==> src/rtl/toggle_poll_pkg.sv <==
`timescale 1ns/1ps
package toggle_poll_pkg;

  typedef enum logic [1:0] {
    RES_ONGOING = 2'd0,
    RES_SUCCESS = 2'd1,
    RES_ERROR   = 2'd2,
    RES_TIMEOUT = 2'd3
  } pollResult_e;

  // Strobes from control to datapath
  typedef struct packed {
    logic        running;     // a poll is in progress
    logic        armRun;      // accept start: latch inputs, clear result
    logic        issueRead;   // drive one read request
    logic        capFirst;    // sample returning word as first of pair
    logic        capSecond;   // sample returning word as second of pair
    logic        loadResult;  // load final code and pulse done
    pollResult_e resultCode;
  } pollStrobe_t;

endpackage

==> src/rtl/toggle_poll_control.sv <==
`timescale 1ns/1ps
module toggle_poll_control
  import toggle_poll_pkg::*;
(
  input  logic        clk,
  input  logic        rstN,
  input  logic        start,
  input  logic        dataDue,
  input  logic        toggled,
  input  logic        errFlag,
  input  logic        expired,
  output pollStrobe_t strobe,
  output logic        busy
);

  typedef enum logic [2:0] {
    ST_IDLE,
    ST_TOP,
    ST_REQ,
    ST_WAIT,
    ST_EVAL
  } ctlState_e;

  ctlState_e state;
  ctlState_e nextState;
  logic      pairSel;   // 0: first pair of iteration, 1: second pair
  logic      readSel;   // 0: first read of pair, 1: second read

  always_comb begin
    strobe            = '0;
    strobe.resultCode = RES_ONGOING;
    strobe.running    = (state != ST_IDLE);
    nextState         = state;
    unique case (state)
      ST_IDLE: begin
        if (start) begin
          strobe.armRun = 1'b1;
          nextState     = ST_TOP;
        end
      end
      ST_TOP: begin
        if (expired) begin
          strobe.loadResult = 1'b1;
          strobe.resultCode = RES_TIMEOUT;
          nextState         = ST_IDLE;
        end else begin
          nextState = ST_REQ;
        end
      end
      ST_REQ: begin
        strobe.issueRead = 1'b1;
        nextState        = ST_WAIT;
      end
      ST_WAIT: begin
        if (dataDue) begin
          strobe.capFirst  = ~readSel;
          strobe.capSecond = readSel;
          nextState        = readSel ? ST_EVAL : ST_REQ;
        end
      end
      ST_EVAL: begin
        if (!toggled) begin
          strobe.loadResult = 1'b1;
          strobe.resultCode = RES_SUCCESS;
          nextState         = ST_IDLE;
        end else if (!pairSel) begin
          nextState = ST_REQ;
        end else if (errFlag) begin
          strobe.loadResult = 1'b1;
          strobe.resultCode = RES_ERROR;
          nextState         = ST_IDLE;
        end else begin
          nextState = ST_TOP;
        end
      end
      default: nextState = ST_IDLE;
    endcase
  end

  always_ff @(posedge clk) begin
    if (!rstN) begin
      state   <= ST_IDLE;
      pairSel <= 1'b0;
      readSel <= 1'b0;
    end else begin
      state <= nextState;
      if (state == ST_TOP) begin
        readSel <= 1'b0;
        pairSel <= 1'b0;
      end else begin
        if (state == ST_WAIT && dataDue)
          readSel <= ~readSel;
        if (state == ST_EVAL && toggled && !pairSel)
          pairSel <= 1'b1;
      end
    end
  end

  assign busy = (state != ST_IDLE);

  AST_MATCH_ENDS_POLL: assert property (@(posedge clk) disable iff (!rstN)
    (state == ST_EVAL && !toggled) |=> (state == ST_IDLE));

  AST_FIRST_PAIR_RETRY: assert property (@(posedge clk) disable iff (!rstN)
    (state == ST_EVAL && !pairSel && toggled) |=> (state == ST_REQ));

  AST_SECOND_PAIR_LOOPS: assert property (@(posedge clk) disable iff (!rstN)
    (state == ST_EVAL && pairSel && toggled && !errFlag) |=> (state == ST_TOP));

endmodule

==> src/rtl/toggle_poll_datapath.sv <==
`timescale 1ns/1ps
module toggle_poll_datapath
  import toggle_poll_pkg::*;
#(
  parameter int ADDR_W       = 24,
  parameter int DATA_W       = 16,
  parameter int TICK_W       = 16,
  parameter int READ_LATENCY = 2,
  parameter int TOGGLE_BIT   = 6,
  parameter int ERROR_BIT    = 5
)(
  input  logic              clk,
  input  logic              rstN,
  input  pollStrobe_t       strobe,
  input  logic [ADDR_W-1:0] pollAddr,
  input  logic [TICK_W-1:0] timeoutTicks,
  input  logic [DATA_W-1:0] rdData,
  output logic              rdReq,
  output logic [ADDR_W-1:0] rdAddr,
  output logic              dataDue,
  output logic              toggled,
  output logic              errFlag,
  output logic              expired,
  output logic [1:0]        result,
  output logic              done
);

  localparam logic [TICK_W-1:0] NO_LIMIT = {TICK_W{1'b1}};

  logic [ADDR_W-1:0]       addrReg;
  logic [TICK_W-1:0]       limitReg;
  logic [TICK_W-1:0]       elapsed;
  logic [DATA_W-1:0]       firstRd;
  logic [DATA_W-1:0]       secondRd;
  logic [READ_LATENCY-1:0] duePipe;
  pollResult_e             resultReg;
  logic                    doneReg;

  // Held address and tick limit
  always_ff @(posedge clk) begin
    if (!rstN) begin
      addrReg  <= '0;
      limitReg <= '0;
    end else if (strobe.armRun) begin
      addrReg  <= pollAddr;
      limitReg <= timeoutTicks;
    end
  end

  // Saturating tick counter from the accepted start
  always_ff @(posedge clk) begin
    if (!rstN)
      elapsed <= '0;
    else if (strobe.armRun)
      elapsed <= '0;
    else if (strobe.running && elapsed != NO_LIMIT)
      elapsed <= elapsed + 1'b1;
  end

  assign expired = (limitReg != NO_LIMIT) && (elapsed >= limitReg);

  // Return timing of the fixed-latency read port
  generate
    if (READ_LATENCY == 1) begin : gSingleStage
      always_ff @(posedge clk) begin
        if (!rstN) duePipe <= '0;
        else       duePipe <= strobe.issueRead;
      end
    end else begin : gShiftStages
      always_ff @(posedge clk) begin
        if (!rstN) duePipe <= '0;
        else       duePipe <= {duePipe[READ_LATENCY-2:0], strobe.issueRead};
      end
    end
  endgenerate

  assign dataDue = duePipe[READ_LATENCY-1];

  // Pair capture
  always_ff @(posedge clk) begin
    if (!rstN) begin
      firstRd  <= '0;
      secondRd <= '0;
    end else begin
      if (strobe.capFirst)  firstRd  <= rdData;
      if (strobe.capSecond) secondRd <= rdData;
    end
  end

  assign toggled = firstRd[TOGGLE_BIT] ^ secondRd[TOGGLE_BIT];
  assign errFlag = firstRd[ERROR_BIT];

  // Result and completion pulse
  always_ff @(posedge clk) begin
    if (!rstN) begin
      resultReg <= RES_ONGOING;
      doneReg   <= 1'b0;
    end else if (strobe.armRun) begin
      resultReg <= RES_ONGOING;
      doneReg   <= 1'b0;
    end else if (strobe.loadResult) begin
      resultReg <= strobe.resultCode;
      doneReg   <= 1'b1;
    end else begin
      doneReg   <= 1'b0;
    end
  end

  assign rdReq  = strobe.issueRead;
  assign rdAddr = addrReg;
  assign result = resultReg;
  assign done   = doneReg;

  AST_DONE_SINGLE: assert property (@(posedge clk) disable iff (!rstN)
    done |=> !done);

  AST_ARM_CLEARS: assert property (@(posedge clk) disable iff (!rstN)
    strobe.armRun |=> (result == RES_ONGOING && elapsed == '0));

  AST_SUCCESS_NEEDS_MATCH: assert property (@(posedge clk) disable iff (!rstN)
    (strobe.loadResult && strobe.resultCode == RES_SUCCESS) |-> !toggled);

  AST_ERROR_NEEDS_FLAG: assert property (@(posedge clk) disable iff (!rstN)
    (strobe.loadResult && strobe.resultCode == RES_ERROR) |-> (toggled && errFlag));

  AST_TIMEOUT_NEEDS_EXPIRY: assert property (@(posedge clk) disable iff (!rstN)
    (strobe.loadResult && strobe.resultCode == RES_TIMEOUT) |-> expired);

  AST_NO_LIMIT_NEVER_EXPIRES: assert property (@(posedge clk) disable iff (!rstN)
    (strobe.running && limitReg == NO_LIMIT) |-> !expired);

endmodule

==> src/rtl/nor_toggle_poller.sv <==
`timescale 1ns/1ps
module nor_toggle_poller
  import toggle_poll_pkg::*;
#(
  parameter int ADDR_W       = 24,
  parameter int DATA_W       = 16,
  parameter int TICK_W       = 16,
  parameter int READ_LATENCY = 2,
  parameter int TOGGLE_BIT   = 6,
  parameter int ERROR_BIT    = 5
)(
  input  logic              clk,
  input  logic              rstN,
  input  logic              start,
  input  logic [ADDR_W-1:0] pollAddr,
  input  logic [TICK_W-1:0] timeoutTicks,
  output logic              rdReq,
  output logic [ADDR_W-1:0] rdAddr,
  input  logic [DATA_W-1:0] rdData,
  output logic [1:0]        result,
  output logic              done
);

  pollStrobe_t ctlStrobe;
  logic        dataDue;
  logic        toggled;
  logic        errFlag;
  logic        expired;
  logic        busy;

  toggle_poll_control u_ctl (
    .clk     (clk),
    .rstN    (rstN),
    .start   (start),
    .dataDue (dataDue),
    .toggled (toggled),
    .errFlag (errFlag),
    .expired (expired),
    .strobe  (ctlStrobe),
    .busy    (busy)
  );

  toggle_poll_datapath #(
    .ADDR_W       (ADDR_W),
    .DATA_W       (DATA_W),
    .TICK_W       (TICK_W),
    .READ_LATENCY (READ_LATENCY),
    .TOGGLE_BIT   (TOGGLE_BIT),
    .ERROR_BIT    (ERROR_BIT)
  ) u_dp (
    .clk          (clk),
    .rstN         (rstN),
    .strobe       (ctlStrobe),
    .pollAddr     (pollAddr),
    .timeoutTicks (timeoutTicks),
    .rdData       (rdData),
    .rdReq        (rdReq),
    .rdAddr       (rdAddr),
    .dataDue      (dataDue),
    .toggled      (toggled),
    .errFlag      (errFlag),
    .expired      (expired),
    .result       (result),
    .done         (done)
  );

  AST_ONE_READ_AT_A_TIME: assert property (@(posedge clk) disable iff (!rstN)
    rdReq |=> !rdReq);

  AST_START_IGNORED_BUSY: assert property (@(posedge clk) disable iff (!rstN)
    (start && busy) |=> $stable(rdAddr));

  AST_DONE_ONLY_WITH_CODE: assert property (@(posedge clk) disable iff (!rstN)
    done |-> (result != RES_ONGOING));

endmodule

==> config.mk <==
export PLATFORM = sky130hd
export DESIGN_NAME = nor_toggle_poller
export DESIGN_NICKNAME = d
export VERILOG_FILES = /design/src/rtl/toggle_poll_pkg.sv /design/src/rtl/toggle_poll_control.sv /design/src/rtl/toggle_poll_datapath.sv /design/src/rtl/nor_toggle_poller.sv
export SDC_FILE = /design/constraint.sdc
export NUM_CORES = 1
export LEC_CHECK = 0
export CAP_MARGIN = 10
export CORE_MARGIN = 5
export CORE_UTILIZATION = 48
export DETAILED_ROUTE_END_ITERATION = 10
export GPL_ROUTABILITY_DRIVEN = 0
export PLACE_DENSITY = 0.82
export SYNTH_ARGS = -nofsm -noshare
export SYNTH_HDL_FRONTEND = slang
export SYNTH_SLANG_ARGS = --single-unit
==> constraint.sdc <==
create_clock -name clk -period 5.85 [get_ports clk]
set_input_delay 0.8775 -clock clk [delete_from_list [all_inputs] [get_ports clk]]
set_output_delay 0.8775 -clock clk [all_outputs]
set_load 0.01 [all_outputs]
* Word-level counts from Yosys, hierarchy flattened
Cells that the tools add are included.
** Operators by class
- Equality and inequality tests :: 8
- Mux-type cells :: 19
- Bitwise logic cells :: 3
- Add/subtract/negate cells :: 1
- Reduce and logical (&&, ||, !) cells :: 11
- $lt $le $gt $ge :: 1
** Operator list (count)
- 16-bit inequality test, second input constant :: 2
- 3-bit two-way mux :: 9
- 16-bit by 1-bit adder with 16-bit output, second input constant :: 1
- 16-bit greater-or-equal comparator :: 1
- 3-bit one-hot mux with 5 select lines :: 1
- 3-bit by 2-bit == test with 1-bit output, second input constant :: 2
- 2-bit two-way mux :: 3
- 3-bit one-hot mux with 2 select lines :: 1
- 1-bit logical AND :: 5
- 1-bit two-way mux :: 5
- 2-bit OR reduction :: 2
- 3-bit by 1-bit == test with 1-bit output, second input constant :: 1
- 3-bit == test, second input constant :: 1
- 3-bit zero test :: 1
- 3-bit nonzero test :: 1
- 2-bit by 1-bit inequality test with 1-bit output, second input constant :: 1
- 2-bit inequality test, second input constant :: 1
- 1-bit inverter :: 2
- 2-bit AND reduction :: 1
- 1-bit zero test :: 1
- 1-bit bitwise XOR :: 1
** Word-level totals
- Input port bits :: 59
- Word-level logic and storage cells :: 54
- Output and inout port bits :: 28
- Register bits :: 80

* Longest topological paths before layout
- Depth in word-level cells :: 5
- Mapped depth :: 7

* Modules after synthesis
From an unflattened synthesis, not the netlist that was laid out.
** Unflattened totals
- Cell total of the unflattened synthesis :: 356
- Area total of the unflattened synthesis :: 3403.3 um^2
** Modules (own cells, without submodules)
- toggle_poll_datapath :: cells an instance 307, area each 3024.2 um^2, sequential area each 1281.2 um^2, instances 1
- toggle_poll_control :: cells an instance 49, area each 379.1 um^2, sequential area each 100.1 um^2, instances 1

* Worst setup path before layout
OpenSTA, ideal clock, no wires.
- Path kind :: input -> register
- From :: in start
- To :: reg u_dp.elapsed[10]
- Cell stages on the path :: 6
- Data arrival time :: 1820 ps
- Buffers on the path :: 3
- Slack :: 3916 ps
- Cells stage by stage :: or4b_1 -> clkbuf_1 -> nand2_1 -> buf_4 -> buf_6 -> nor2_1
** On the way
- Word-level cells in the longest chain between the ends :: 3
** Ends and longest elaborated chain
- from (decl) :: RTL line nor_toggle_poller.sv:14 : input logic start,
- 1-bit two-way mux :: RTL line toggle_poll_control.sv:36 : if (start) begin
- 1-bit two-way mux :: RTL line toggle_poll_control.sv:34 : unique case (state)
- 2-bit OR reduction (no source line)
- to (signal assigned) :: RTL line toggle_poll_datapath.sv:57 : elapsed <= elapsed + 1'b1;
- to (decl) :: RTL line toggle_poll_datapath.sv:32 : logic [TICK_W-1:0] elapsed;
No other way between the ends.
A chain may end at the register's enable or synchronous reset.

* Final worst setup path
- From :: reg u_ctl.state[1]
- To :: out rdReq
** On the way
- Word-level cells in the longest chain between the ends :: 2
** Ends and longest elaborated chain
- from (decl) :: RTL line toggle_poll_control.sv:24 : ctlState_e state;
- from (signal assigned) :: RTL line toggle_poll_control.sv:86 : state <= nextState;
- 3-bit by 2-bit == test with 1-bit output :: RTL line toggle_poll_control.sv:34
- 1-bit two-way mux :: RTL line toggle_poll_control.sv:34
- to (decl) :: RTL line nor_toggle_poller.sv:17 : output logic rdReq,
No other way between the ends.

==> impl_metrics.env <==
export IMPL_status="complete, no violations"
export IMPL_first_global_vias=2698
export IMPL_switching_share_pct=26.31
export IMPL_p_per_area_nw_per_um2=247.6
export IMPL_fin_crit_ps=2673
export IMPL_synth_nets=470
export IMPL_holdCritStartpoint="u_dp.duePipe[0]"
export IMPL_ys_warn_count=0
export IMPL_cts_inserted_buffers=9
export IMPL_critPathLaunch="u_ctl.state[1]"
export IMPL_synthTopCellsByArea="dfxtp_1 (42%), nand2_1 (10%), a21boi_0 (6.8%), ha_1 (6.4%), xnor2_1 (3.7%)"
export IMPL_internal_power_w=0.0007742
export IMPL_min_period_over_period_pct=45.69
export IMPL_grt_start_max_net_pins=51
export IMPL_vias=2836
export IMPL_maxCapViolCount=0
export IMPL_critPathBufInv=1
export IMPL_tightestPinTransition_ps=847.3
export IMPL_slowest_delay_ps=560
export IMPL_critical_path_class="reg -> out"
export IMPL_routed_via_density=5.213
export IMPL_dieArea_um2=8653
export IMPL_placed_area_um2=4054
export IMPL_die_w_um=93.02
export IMPL_syn_area_um2=3308
export IMPL_clkPwrFrac_pct=35.6
export IMPL_dp_hpwl_um=5399
export IMPL_antenna_found_initial=0
export IMPL_max_freq_ghz=0.3742
export IMPL_hp_class="reg -> reg"
export IMPL_synth_top_area_share_pct=41.75
export IMPL_initial_core_util_pct=48.96
export IMPL_p_leak_nw=1.538
export IMPL_synthTopCellsByCount="nand2_1 (92), dfxtp_1 (69), a21boi_0 (30)"
export IMPL_syn_inst=394
export IMPL_cts_root_buf="clkbuf_8"
export IMPL_drtPass1Iterations=5
export IMPL_die_y_um=93.02
export IMPL_cp_required_ps=4970
export IMPL_power_w=0.001051
export IMPL_fp_coreArea_um2=6756
export IMPL_cp_end_kind="primary output"
export IMPL_ir_drop_uv=156.4
export IMPL_syn_to_final_growth_pct=28.25
export IMPL_timing_final_hold_violations=0
export IMPL_drt_initial_drc_count=127
export IMPL_start_kind="flop"
export IMPL_cp_data_arrival_time_ps=1800
export IMPL_fin_hold_ws_ps=440.9
export IMPL_grt_pass1_wl_um=12400
export IMPL_synth_top_area_cell="dfxtp_1"
export IMPL_ant_nets=0
export IMPL_post_cts_repair_setup_buffers=0
export IMPL_p_sw_w=0.0002764
export IMPL_worstHoldPathCells=1
export IMPL_async_flop_share_pct=0
export IMPL_worst_slack_ps=3177
export IMPL_path_cells="nand2b_1 > nor2_1 > clkdlybuf4s50_1"
export IMPL_drt_wl_total_um=7426
export IMPL_finClkSkew_ps=10.43
export IMPL_syn_avg_cell_area_um2=8.396
export IMPL_ys_seq_area_share_pct=41.75
export IMPL_final_nets=536
export IMPL_final_setup_viol_count=0
export IMPL_cts_buffer_depth=2
export IMPL_cp_num_cells=3
export IMPL_final_area_um2=4243
export IMPL_critPathTopFamily="buffers and inverters"
export IMPL_overflow=0
export IMPL_slew_headroom_pct=42.99
export IMPL_io_buffers=72
export IMPL_reg2reg_from="u_dp.elapsed[0]"
export IMPL_cpMaxStageDelayCell="clkdlybuf4s50_1"
export IMPL_antenna_cells=0
export IMPL_yosysMostFrequentCell="nand2_1"
export IMPL_r2r_cells=7
export IMPL_drive_gt1_share_pct=5.819
export IMPL_wl_per_cell_um=13.65
export IMPL_post_place_ws_ps=2828
export IMPL_synth_seq_cells=69
export IMPL_drc=0
export IMPL_htreeDepth=3
export IMPL_worstSkewPairLatency_ps=350
export IMPL_cts_resized=0
export IMPL_synth_flop_cell="dfxtp_1"
export IMPL_grtUsageTotal_pct=17.88
export IMPL_ctsHoldBuffers=0
export IMPL_cts_sinks=69
export IMPL_seqPwrFrac_pct=48.8
export IMPL_pwr_share_comb_pct=15.7
export IMPL_rsz0062_at_grt="false"
export IMPL_synth_edf_count=0
export IMPL_yosysUniqueCellTypes=47
export IMPL_cp_max_fo=10
export IMPL_slew_violations=0
export IMPL_ios=87
export IMPL_path_clk_slew_ps=80
export IMPL_rows=30
export IMPL_tns_ps=0
export IMPL_cts_tree="built"
## final timing paths
kind	endpoint	slack, ps
hold reg to reg	u_dp.duePipe[1]	440
hold / removal	u_dp.duePipe[1]	440
setup reg to reg	u_dp.done	3570
setup / recovery	rdReq	3180
## cell families (layout without fill, tap and decap cells)
group	Yosys count	after routing	share of synthesized area [%]
compound gates	71	71	15.20
xor+xnor	15	15	3.971
fa+ha+maj	17	17	6.430
buf+inv	41	111	5.446
flops	69	69	41.75
mux	4	4	1.210
simple gates	177	177	25.98
## per-stage QoR
stage / util, % / cells
final: 62.80 / 544
after global routing: 62.80 / 544
after CTS: 62.80 / 544
after detailed placement: 60.00 / 529
after global placement: 60.00 / 529
after floorplan: - / 394
## worst register-to-register path, stage by stage, from the launching register on
cell	delay, ps
dfxtp_1	390
inv_1	70
ha_1	280
nand2b_1	140
a2111oi_0	540
o31ai_1	160
o31ai_1	420
o31ai_1	140
## cell type report
class / count / area (µm²)
multi-input combinational: 284 / 1747
clock buffer: 9 / 123.9
timing repair buffer: 76 / 750.7
sequential: 69 / 1381
tap: 80 / 100.1
clock inverter: 6 / 65.06
inverter: 20 / 75.07
fill: 572 / 2514
## power groups by stage
| stage | Sequential, W | Combinational (W) | Clock [W] |
|---|---|---|---|
| 2_1_floorplan | 0.000523 | 0.0000907 | 0 |
| 3_3_place_gp | 0.000522 | 0.000162 | 0 |
| 3_5_place_dp | 0.000523 | 0.000166 | 0 |
| 4_1_cts | 0.000512 | 0.000167 | 0.000382 |
| 5_1_grt | 0.000516 | 0.000184 | 0.000403 |
| 6_report | 0.000512 | 0.000165 | 0.000374 |
## registers in the layout, indices dropped and copies added, names as in the netlist
| signal | cells |
|---|---|
| u_dp.rdAddr | 24 |
| u_dp.duePipe | 2 |
| u_dp.secondRd | 1 |
| u_ctl.readSel | 1 |
| u_dp.elapsed | 16 |
| u_dp.firstRd | 2 |
| u_ctl.pairSel | 1 |
| u_dp.result | 2 |
| u_dp.done | 1 |
| u_dp.limitReg | 16 |
| u_ctl.state | 3 |
## routing by layer
layer	global-route usage (%)	wire length, µm
met5	0	0
met4	7.326	141
met3	8.045	648
met2	28.37	3408
met1	20.99	3228
## layout by cell type, fill, tap and decap left out, types with 3 or more instances in the layout
cell type / count
clkdlybuf4s50_1: 72
a21boi_0: 30
ha_1: 17
nand2_1: 92
nor3b_1: 3
nor2_1: 23
nor3_1: 11
nand3_1: 7
xnor2_1: 14
and2_1: 5
nor4_1: 4
nand2b_1: 3
o31ai_1: 4
a21oi_1: 7
nand4_1: 7
mux2i_1: 4
o21ai_0: 6
dfxtp_1: 69
inv_1: 20
a21boi_1: 12
and3_1: 3
clkbuf_8: 9
buf_4: 4
nor2b_1: 4
No activity file was read; power rests on OpenSTA's default activity.
